### src/rtl/sfm_pkg.sv
package sfm_pkg;
  localparam int XFER_BITS = 32;
  localparam int CTRL_GO_BIT = 8;
  localparam int CTRL_TXNEG_BIT = 10;
  localparam logic [2:0] IDX_DATA = 3'd0;
  localparam logic [2:0] IDX_CTRL = 3'd4;
  localparam logic [2:0] IDX_SSEL = 3'd6;
  localparam logic [31:0] TX_RESET_WORD = 32'h0300_0000;

  // Status word seen on control reads.
  function automatic logic [31:0] ctrl_word(input logic busy);
    logic [31:0] w;
    w = '0;
    w[CTRL_TXNEG_BIT] = 1'b1;
    w[CTRL_GO_BIT] = busy;
    w[6:0] = 7'(XFER_BITS);
    return w;
  endfunction

  // Serial shift with sample inserted at the bottom.
  function automatic logic [XFER_BITS-1:0] shift_in(input logic [XFER_BITS-1:0] cur,
                                                    input logic bit_in);
    return {cur[XFER_BITS-2:0], bit_in};
  endfunction
endpackage

### src/rtl/sfm_clkdiv.sv
module sfm_clkdiv #(
  parameter int DIV_W = 4,
  parameter int DIV   = 1
) (
  input  logic clk,
  input  logic rst,
  input  logic run,
  output logic tick
);
  logic [DIV_W-1:0] cnt_q;

  assign tick = run && (cnt_q == DIV_W'(DIV));

  always_ff @(posedge clk) begin
    if (rst || !run || tick) cnt_q <= '0;
    else cnt_q <= cnt_q + 1'b1;
  end
endmodule

### src/rtl/sfm_shifter.sv
module sfm_shifter
  import sfm_pkg::*;
#(
  parameter int W = XFER_BITS
) (
  input  logic         clk,
  input  logic         rst,
  input  logic         start,
  input  logic [W-1:0] tx_word,
  input  logic         tick,
  input  logic         miso,
  output logic         busy,
  output logic         sclk,
  output logic         mosi,
  output logic         done,
  output logic [W-1:0] rx_next
);
  localparam int CW = $clog2(W);

  logic [W-1:0]  sh_q;
  logic [CW-1:0] bit_q;
  logic          samp_q;
  logic          rise_ev, fall_ev;

  assign rise_ev = busy && tick && !sclk;
  assign fall_ev = busy && tick && sclk;
  assign done    = fall_ev && (bit_q == CW'(W - 1));
  assign rx_next = shift_in(sh_q, samp_q);
  assign mosi    = busy && sh_q[W-1];

  always_ff @(posedge clk) begin
    if (rst) begin
      busy   <= 1'b0;
      sclk   <= 1'b0;
      sh_q   <= '0;
      bit_q  <= '0;
      samp_q <= 1'b0;
    end else if (start && !busy) begin
      busy  <= 1'b1;
      sclk  <= 1'b0;
      sh_q  <= tx_word;
      bit_q <= '0;
    end else if (busy && tick) begin
      sclk <= !sclk;
      if (rise_ev) samp_q <= miso;
      if (fall_ev) begin
        sh_q  <= shift_in(sh_q, samp_q);
        bit_q <= bit_q + 1'b1;
        if (done) busy <= 1'b0;
      end
    end
  end
endmodule

### src/rtl/sfm_regs.sv
module sfm_regs
  import sfm_pkg::*;
#(
  parameter int SS_W = 2
) (
  input  logic                 clk,
  input  logic                 rst,
  input  logic                 cyc,
  input  logic                 stb,
  input  logic                 we,
  input  logic [2:0]           adr,
  input  logic [31:0]          dat_i,
  output logic [31:0]          dat_o,
  output logic                 ack,
  input  logic                 busy,
  input  logic                 done,
  input  logic [XFER_BITS-1:0] rx_next,
  output logic                 start,
  output logic [XFER_BITS-1:0] tx_word,
  output logic [SS_W-1:0]      ss_q
);
  logic                 accept, wr_data, wr_ctrl, wr_ssel;
  logic [XFER_BITS-1:0] rx_q;
  logic [31:0]          rd_val;

  assign accept  = cyc && stb && !ack;
  assign wr_data = accept && we && (adr == IDX_DATA);
  assign wr_ctrl = accept && we && (adr == IDX_CTRL);
  assign wr_ssel = accept && we && (adr == IDX_SSEL);
  assign start   = wr_ctrl && dat_i[CTRL_GO_BIT] && !busy;

  always_comb begin
    case (adr)
      IDX_DATA: rd_val = rx_q;
      IDX_CTRL: rd_val = ctrl_word(busy);
      IDX_SSEL: rd_val = 32'(ss_q);
      default:  rd_val = '0;
    endcase
  end

  always_ff @(posedge clk) begin
    if (rst) begin
      ack     <= 1'b0;
      dat_o   <= '0;
      tx_word <= TX_RESET_WORD;
      rx_q    <= '0;
      ss_q    <= '0;
    end else begin
      ack <= accept;
      if (accept) dat_o <= rd_val;
      if (wr_data && !busy) tx_word <= dat_i;
      if (wr_ssel) ss_q <= dat_i[SS_W-1:0];
      if (done) rx_q <= rx_next;
    end
  end
endmodule

### src/rtl/sflash_master.sv
module sflash_master
  import sfm_pkg::*;
#(
  parameter int DIV  = 1,
  parameter int SS_W = 2
) (
  input  logic            clk_i,
  input  logic            rst_i,
  input  logic            wb_cyc_i,
  input  logic            wb_stb_i,
  input  logic            wb_we_i,
  input  logic [4:2]      wb_adr_i,
  input  logic [31:0]     wb_dat_i,
  output logic [31:0]     wb_dat_o,
  output logic            wb_ack_o,
  output logic            sclk_o,
  output logic            mosi_o,
  input  logic            miso_i,
  output logic [SS_W-1:0] ss_n_o
);
  localparam int DIV_W = 4;

  logic                 busy, tick, start_ev, done_ev;
  logic [XFER_BITS-1:0] tx_word, rx_next;
  logic [SS_W-1:0]      ss_q;

  sfm_regs #(.SS_W(SS_W)) u_regs (
    .clk(clk_i), .rst(rst_i), .cyc(wb_cyc_i), .stb(wb_stb_i), .we(wb_we_i),
    .adr(wb_adr_i), .dat_i(wb_dat_i), .dat_o(wb_dat_o), .ack(wb_ack_o),
    .busy(busy), .done(done_ev), .rx_next(rx_next), .start(start_ev),
    .tx_word(tx_word), .ss_q(ss_q)
  );

  sfm_clkdiv #(.DIV_W(DIV_W), .DIV(DIV)) u_div (
    .clk(clk_i), .rst(rst_i), .run(busy), .tick(tick)
  );

  sfm_shifter #(.W(XFER_BITS)) u_shift (
    .clk(clk_i), .rst(rst_i), .start(start_ev), .tx_word(tx_word), .tick(tick),
    .miso(miso_i), .busy(busy), .sclk(sclk_o), .mosi(mosi_o), .done(done_ev),
    .rx_next(rx_next)
  );

  assign ss_n_o = ~ss_q;
endmodule

### config.mk
export PLATFORM = sky130hd
export DESIGN_NAME = sflash_master
export DESIGN_NICKNAME = d
export VERILOG_FILES = /design/src/rtl/sfm_pkg.sv /design/src/rtl/sfm_clkdiv.sv /design/src/rtl/sfm_shifter.sv /design/src/rtl/sfm_regs.sv /design/src/rtl/sflash_master.sv
export SDC_FILE = /design/constraint.sdc
export NUM_CORES = 1
export LEC_CHECK = 0
export ABC_AREA = 1
export BUFFER_PORTS_ARGS = -buffer_cell sky130_fd_sc_hd__buf_2
export CORE_MARGIN = 5
export CORE_UTILIZATION = 57
export DETAILED_ROUTE_END_ITERATION = 10
export GPL_ROUTABILITY_DRIVEN = 0
export HOLD_SLACK_MARGIN = 0.03
export PLACE_DENSITY_LB_ADDON = 0.2
export SLEW_MARGIN = 10
export SYNTH_ARGS = -nofsm -noshare
export SYNTH_HDL_FRONTEND = slang
export SYNTH_SLANG_ARGS = --single-unit
### constraint.sdc
create_clock -name clk_i -period 1.8 [get_ports clk_i]
set_input_delay 0.54 -clock clk_i [delete_from_list [all_inputs] [get_ports clk_i]]
set_output_delay 0.54 -clock clk_i [all_outputs]
set_load 0.005 [all_outputs]
==> results.json, run 1 <==
{
  "status": "finished clean",
  "route.detailed.drc": 0,
  "critPathKind": "reg2out",
  "dpl_cell_area_um2": 6500,
  "vias": 5579,
  "synth_mux_area_share_pct": 0,
  "synth.distinct_cells": 24,
  "fp.dieW_um": 112,
  "synth-compound-area-share_pct": 9.62,
  "slowest_delay_ns": 0.50,
  "fmax_mhz": 575,
  "slew_headroom_pct": 75.8,
  "detail_route.wl_per_cell_um": 13.7,
  "cts_root_buf": "clkbuf_8",
  "start_kind": "flop",
  "numCtsBuffers": 17,
  "ioPinCount": 78,
  "cap_violations": 0,
  "period_minus_slack_ns": 1.74,
  "placed_cells": 1009,
  "cp_top_family": "flip-flops",
  "synth-xor-area-share_pct": 0.147,
  "track_usage_pct": 23.1,
  "synth_cells": 838,
  "postCtsHoldBufs": 0,
  "vdd_drop_max_uv": 650,
  "finalClockSkew_ns": 0.00633,
  "antenna_found_initial": 0,
  "drt_iter0_drc": 543,
  "crit_path_end_kind": "output port",
  "setup_viol_count_final": 0,
  "grt_max_degree": 67,
  "core_um2": 10300,
  "cts.sinks": 143,
  "grt_pass1_wl_um": 24100,
  "path_cells": "buf_2",
  "cts_setup_buffers": 0,
  "yosys_warnings": 0,
  "drv_slew": 0,
  "start_util_pct": 58.0,
  "die-area_um2": 12600,
  "num_rows": 37,
  "clk_latency_ns": 0.53,
  "yosysSeqAreaShare_pct": 48.0,
  "power_mw": 6.99,
  "cp_max_fo": 7,
  "layout_commonest_cell": "nand2_1",
  "fin_ws_ns": 0.0599,
  "hold_viol_final": 0,
  "overflow": 0,
  "rsz0062_at_grt": "yes",
  "synth_top_area_cell": "dfxtp_1",
  "syn_nets": 883,
  "port_buffers": 77,
  "mostFrequentLayoutCells": "250 x nand2_1, 143 x dfxtp_1, 106 x a21oi_1, 99 x nand3_1, 77 x buf_2",
  "slowest_stage": "dfxtp_1",
  "fin_area_um2": 7100,
  "postCtsResizedCells": 0,
  "syn_area_um2": 5960,
  "dp_hpwl_um": 9370,
  "place_ws_ns": 0.0377,
  "diodes": 0,
  "grt_pass1_vias": 5214,
  "postLayoutCoreUtil_pct": 69.1,
  "ctsHtreeMaxLevel": 4,
  "crit_buf_inv": 1,
  "drive_gt1_share_pct": 15.6,
  "dr.pass1.iters": 5,
  "layout.cells.non_filler": 1039,
  "ant_nets": 0,
  "min_path_type": "in2reg",
  "clockBufferDepth": 2,
  "synth_top_family_by_area": "simple AND/OR/NAND/NOR gates",
  "wl_um": 14300,
  "synthTopCellsByArea": "dfxtp_1 48%, nand2_1 16%, a21oi_1 8.9%, nand3_1 8.3%, nor2_1 4.1%",
  "finish.net_count": 937,
  "worstPathArrival_ns": 1.20,
  "cts_tree": "done",
  "synthToLayoutAreaGrowth_pct": 19.1,
  "viasPerCell": 5.37,
  "synth_area_per_cell_um2": 7.11,
  "cp_data_required_time_ns": 1.26,
  "max_slew.worst_pin.slew_ns": 0.362,
  "power_density_nw_per_um2": 984,
  "synth_top_area_share_pct": 48.0,
  "clk_pin_slew_ns": 0.06,
  "fin_crit_sh_pct": 96.7,
  "yosys.area_share.simple_pct": 33.6,
  "die_h_um": 112,
  "ys_seq_elements": 143,
  "synth_fa_ha_area_share_pct": 0.840,
  "leakage_nw": 3.05
}
==> per-stage QoR <==
step	hold slack (ns)	TNS (ns)
6_report	0.229	0
5_1_grt	0.221	-0.0708
4_1_cts	0.214	0
3_5_place_dp	0.453	0
3_3_place_gp	0.447	0
2_1_floorplan	0.429	0
==> report_power, final <==
group / internal, mW / switching [mW] / total (mW)
Combinational: 0.0814 / 0.155 / 0.236
Sequential: 3.18 / 0.00925 / 3.19
Clock: 2.24 / 1.32 / 3.56
==> kinds of logic after synthesis <==
logic type / count (synthesis)
compound gates: 114
xor+xnor: 1
fa+ha+maj: 4
buf+inv: 115
flops: 143
simple gates: 461
==> flip-flops by register name, indices dropped and copies added (netlist names) <==
signal and flops:
u_regs.dat_o 32, u_regs.rx_q 32, u_regs.tx_word 32, u_shift.sh_q 32, u_shift.bit_q 5, u_div.cnt_q 4
u_regs.ss_q 2, u_regs.ack 1, u_shift.busy 1, u_shift.samp_q 1, u_shift.sclk 1
==> synth_stat cells <==
cell / instances
dfxtp_1: 143
nor3_1: 2
nor2_4: 3
nand3_1: 99
nand4_1: 34
o211ai_1: 1
nor3_2: 1
or2_0: 1
nand2_1: 250
buf_1: 6
nor2_1: 65
or2_2: 1
buf_6: 1
nor2_2: 2
buf_2: 9
ha_1: 4
buf_4: 4
inv_1: 49
nand3_2: 3
inv_2: 3
clkbuf_1: 43
a21oi_1: 106
xnor2_1: 1
o21ai_0: 7
==> cell type report <==
class	instances	area, um2
fillers	873	3180
inverters	52	198
clock inverters	13	188
flip-flops and latches	143	2860
clock buffers	17	414
repair buffers	98	631
multi-input cells	580	2640
well taps	136	170
==> worst paths after layout <==
path | from | endpoint | slack (ns) | depth (start not counted)
worst min-delay path | wb_dat_i[22] | u_regs.tx_word[22] | 0.23 | 3
worst max register to register | u_shift.bit_q[0] | u_regs.rx_q[0] | 0.11 | 9
worst max-delay path | u_shift.sclk | sclk_o | 0.06 | 1
worst min register to register | u_regs.dat_o[9] | u_regs.dat_o[9] | 0.46 | 2
==> metal layers <==
metal	part of all wire, %	global-route usage [%]	vias up
met1	47	31.1	2534
met5	0	0	-
met3	6.7	6.79	24
met2	45	35.4	182
li1	-	-	2839
met4	1.7	8.33	0
No activity file was read; power rests on OpenSTA's default activity.
==> inputs of run 2 (changes only) <==
- CELL_PAD_IN_SITES_DETAIL_PLACEMENT: not set -> 1
- CELL_PAD_IN_SITES_GLOBAL_PLACEMENT: not set -> 2
- CORE_UTILIZATION: 57 -> 30
==> run 2 against run 1 <==
Sequential share of layout area down 1.7 points. Largest power group unchanged. Utilization down 31 points. Largest cell class unchanged. Sequential cell count unchanged.
==> results.json, run 2 (synthesized netlist as in run 1, its figures left out) <==
{
  "timing.rr.start": "u_shift.bit_q[1]",
  "critPathKind": "reg2reg",
  "grt_util_met1_pct": 23.4,
  "drive_gt1_share_pct": 16.0,
  "clk_pin_slew_ns": 0.06,
  "core_um2": 19500,
  "hold_ws_ns": 0.337,
  "postCtsHoldBufs": 0,
  "die-area_um2": 22800,
  "fillers": 2429,
  "holdPathStages": 3,
  "grt_pass1_wl_um": 28500,
  "leakage_nw": 3.11,
  "power_density_nw_per_um2": 989,
  "antenna_found_initial": 0,
  "reg2reg_depth": 10,
  "fin_ws_ns": 0.0992,
  "grt_pass1_vias": 5479,
  "min_path_type": "in2reg",
  "grtUsageMet3_pct": 3.59,
  "slowest_delay_ns": 0.37,
  "status": "finished clean",
  "finalClockSkew_ns": 0.0123,
  "cp_max_fo": 7,
  "path_cells": "ha_2, inv_1, nor3_1, ha_1, inv_1, nor2_4, buf_12, clkbuf_16, nand2_1, a21oi_1",
  "drv_slew": 0,
  "viasPerCell": 4.66,
  "crit_top_cell": "inv_1",
  "drt_iter0_drc": 245,
  "synthToLayoutAreaGrowth_pct": 24.3,
  "grt.busiest_layer": "met1",
  "clockBufferDepth": 2,
  "max_slew.worst_pin.slew_ns": 0.350,
  "finish.net_count": 938,
  "crit_buf_inv": 4,
  "grt_use_met2_pct": 22.4,
  "start_util_pct": 30.5,
  "vias": 5447,
  "num_rows": 51,
  "ctsHtreeMaxLevel": 4,
  "finalSetupTns_ns": 0,
  "crit_path_end_kind": "flop",
  "layout_commonest_cell": "nand2_1",
  "power_mw": 7.33,
  "dr.pass1.iters": 5,
  "period_minus_slack_ns": 1.70,
  "hp-start": "wb_dat_i[28]",
  "track_usage_pct": 15.7,
  "worstPathArrival_ns": 2.05,
  "cp_top_family": "buffers and inverters",
  "dp_hpwl_um": 11800,
  "place_ws_ns": 0.0106,
  "numCtsBuffers": 17,
  "port_buffers": 77,
  "placed_cells": 1137,
  "grt_max_degree": 67,
  "route.detailed.drc": 0,
  "start_kind": "flop",
  "rrSetupSlack_ns": 0.1,
  "r2r-end": "u_regs.rx_q[1]",
  "cts_tree": "done",
  "slew_headroom_pct": 76.5,
  "hold_viol_final": 0,
  "mostFrequentLayoutCells": "250 x nand2_1, 142 x dfxtp_1, 106 x a21oi_1, 99 x nand3_1, 77 x buf_2",
  "cts.sinks": 143,
  "diodes": 0,
  "vdd_drop_max_uv": 625,
  "overflow": 0,
  "hold_end": "u_regs.tx_word[28]",
  "layout.cells.non_filler": 1170,
  "cp_data_required_time_ns": 2.14,
  "fmax_mhz": 588,
  "clk_latency_ns": 0.42,
  "wl_um": 17300,
  "slowest_stage": "dfxtp_1",
  "cts_root_buf": "clkbuf_16",
  "detail_route.wl_per_cell_um": 14.8,
  "die_h_um": 151,
  "cap_violations": 0,
  "setup_viol_count_final": 0,
  "fin_crit_sh_pct": 94.5,
  "fp.dieW_um": 151,
  "ioPinCount": 78,
  "ant_nets": 0
}
[run 2: worst register-to-register path: stages, from the launching register on]
cell and delay [ns]:
dfxtp_1 0.37, ha_2 0.19, inv_1 0.05, nor3_1 0.16
ha_1 0.18, inv_1 0.06, nor2_4 0.16, buf_12 0.14
clkbuf_16 0.14, nand2_1 0.05, a21oi_1 0.14
[run 2: final cells by class]
| class | instances | area, um2 | area share [%] |
|---|---|---|---|
| clock buffers | 18 | 439 | 5.93 |
| clock inverters | 13 | 214 | 2.89 |
| inverters | 52 | 200 | 2.70 |
| multi-input cells | 580 | 2640 | 35.6 |
| flip-flops and latches | 143 | 2860 | 38.7 |
| well taps | 265 | 332 | 4.47 |
| repair buffers | 99 | 721 | 9.73 |
[run 2: where the power goes]
part,internal [mW],switching (mW),total [mW]
logic,0.0861,0.163,0.249
registers,3.18,0.00963,3.19
clock network,2.49,1.39,3.89
total,5.76,1.56,7.33
[run 2: layer usage]
layer	vias up	wire length [um]
met5	-	0
met2	98	7190
met1	2496	9190
li1	2837	-
met3	16	710
met4	0	188
[run 2: worst max-delay path by stage]
stage	cells after the start	startpoint	slack (ns)	to
floorplan	7	wb_cyc_i	0.25	u_shift.sh_q[10]
global placement	8	wb_adr_i[2]	0.06	u_shift.sclk
detailed placement	8	wb_adr_i[2]	0.01	u_shift.bit_q[1]
CTS	9	u_shift.bit_q[0]	0.02	u_regs.rx_q[9]
global route	10	u_shift.bit_q[1]	-0.01	u_regs.rx_q[13]
finish	10	u_shift.bit_q[1]	0.1	u_regs.rx_q[1]
[run 2: metrics by stage]
step                cell area, um2  util, %
floorplan                     5960        -
global placement              6690     34.2
detailed placement            6690     34.2
CTS                           7340     37.6
global route                  7410     37.9
finish                        7410     37.9
[run 2: repair_timing]
item                       CTS  global route
gates resized for setup      0             9
setup endpoints to repair    0            33
buffers inserted             0             1
==> inputs of run 3 (changes only) <==
- ABC_CLOCK_PERIOD_IN_PS: not set -> 1600
- clock period: 1.8 -> 1.6 ns (I/O delays scaled with it)
==> run 3 against run 2 <==
The flow now finishes with violations (setup timing). Non-clock buffer count grew 12. Count of clock-buffer cells in the layout rose by 1. Sequential power up 13%. Sequential share of layout area down 0.93 points. Wire length grew 1.7%. Combinational power grew 15%. Cell count increased by 1.1%.
==> results.json, run 3 (synthesized netlist as in run 1, its figures left out) <==
{
  "antenna_found_initial": 0,
  "layout_commonest_cell": "nand2_1",
  "max_slew.worst_pin.slew_ns": 0.310,
  "hold_ws_ns": 0.284,
  "port_buffers": 77,
  "grt.busiest_layer": "met2",
  "seqCellArea_um2": 2870,
  "cts_root_buf": "clkbuf_16",
  "crit_path_end_kind": "flop",
  "timing.rr.start": "u_shift.bit_q[1]",
  "wl_um": 17600,
  "crit_start": "u_shift.bit_q[1]",
  "detail_route.wl_per_cell_um": 14.8,
  "core_um2": 19500,
  "die_h_um": 151,
  "diodes": 0,
  "ioPinCount": 78,
  "grt_use_met2_pct": 23.1,
  "overflow": 0,
  "rsz0062_at_grt": "yes",
  "route.detailed.drc": 0,
  "fin_ws_ns": -0.0493,
  "dpl_cell_area_um2": 6730,
  "violations": "setup timing",
  "numCtsBuffers": 17,
  "clk_latency_ns": 0.42,
  "drive_gt1_share_pct": 20.5,
  "start_util_pct": 30.5,
  "grt_pass1_vias": 5461,
  "finish.net_count": 950,
  "finalClockSkew_ns": 0.0113,
  "cts_tree": "done",
  "die-area_um2": 22800,
  "viasPerCell": 4.68,
  "hold_viol_final": 0,
  "cap_violations": 0,
  "multi_input_area_um2": 2770,
  "cp_max_fo": 8,
  "ant_nets": 0,
  "clk_pin_slew_ns": 0.06,
  "setup_viol_count_final": 22,
  "num_rows": 51,
  "cts.sinks": 143,
  "fillers": 2465,
  "drt_iter0_drc": 302,
  "grt_util_met1_pct": 22.6,
  "fin_area_um2": 7600,
  "slew_headroom_pct": 79.1,
  "fmax_mhz": 606,
  "dp_hpwl_um": 12100,
  "synthToLayoutAreaGrowth_pct": 27.5,
  "mostFrequentLayoutCells": "235 x nand2_1, 140 x dfxtp_1, 99 x nand3_1, 96 x a21oi_1, 77 x buf_2",
  "drv_slew": 0,
  "status": "finished with violations",
  "hp-start": "wb_dat_i[11]",
  "fp.dieW_um": 151,
  "dr.pass1.iters": 4,
  "power_density_nw_per_um2": 1040,
  "grt_pass1_wl_um": 28100,
  "clockBufferDepth": 2,
  "min_path_type": "in2reg",
  "place_ws_ns": -0.103,
  "ctsHtreeMaxLevel": 4,
  "vdd_drop_max_uv": 777,
  "power_mw": 7.93,
  "grt_max_degree": 63,
  "cp_data_required_time_ns": 1.95,
  "fin_crit_sh_pct": 103,
  "leakage_nw": 3.27,
  "vias": 5541,
  "grtUsageMet3_pct": 3.20,
  "worstPathArrival_ns": 2.00,
  "critPathKind": "reg2reg",
  "start_kind": "flop",
  "track_usage_pct": 15.4,
  "period_minus_slack_ns": 1.65
}
-- run 3: metrics by stage --
stage	utilization [%]	cells	setup TNS, ns
after floorplan	-	838	0
after global placement	34.5	1143	-1.06
after detailed placement	34.5	1143	-4.01
after CTS	38.0	1178	-0.0311
after global routing	38.9	1183	-3.01
final	38.9	1183	-0.598
-- run 3: routing by layer --
layer / wire (um) / up-vias / share of wire [%]
met5: 0 / - / 0
met4: 150 / 0 / 0.85
li1: - / 2861 / -
met2: 7580 / 100 / 43
met3: 728 / 11 / 4.1
met1: 9110 / 2569 / 52
-- run 3: what timing repair did --
action                                  CTS  global route
hold endpoints to repair                  0             0
hold buffers                              0             0
pin swaps                                 0            15
gates resized for setup                   8            45
endpoints found under the setup margin   34            34
gates cloned                              1             1
setup buffers                             2             5
-- run 3: path summary, 6_finish.rpt --
path	cells after the start	to	slack, ns
max	10	u_regs.rx_q[31]	-0.05
min reg2reg	2	u_regs.dat_o[0]	0.46
max reg2reg	10	u_regs.rx_q[31]	-0.05
min	3	u_regs.tx_word[11]	0.28
-- run 3: where the power goes --
| part | internal, mW | switching, mW |
|---|---|---|
| logic | 0.0996 | 0.187 |
| registers | 3.58 | 0.0116 |
| clock network | 2.50 | 1.55 |
| total | 6.18 | 1.75 |
-- run 3: cell type report --
class                   instances  area share, %
flip-flops and latches        143           37.7
multi-input cells             580           36.4
repair buffers                111           10.8
clock buffers                  19           5.83
well taps                     265           4.36
inverters                      52           2.73
clock inverters                13           2.14
-- run 3: worst max-delay path, stage by stage (launching register included) --
cell       delay (ns)
dfxtp_2          0.35
ha_4             0.14
inv_2            0.04
nor3_2           0.17
ha_2             0.20
inv_2            0.04
nor2_4           0.16
buf_4            0.15
clkbuf_16        0.13
nand2_1          0.06
a21oi_1          0.13
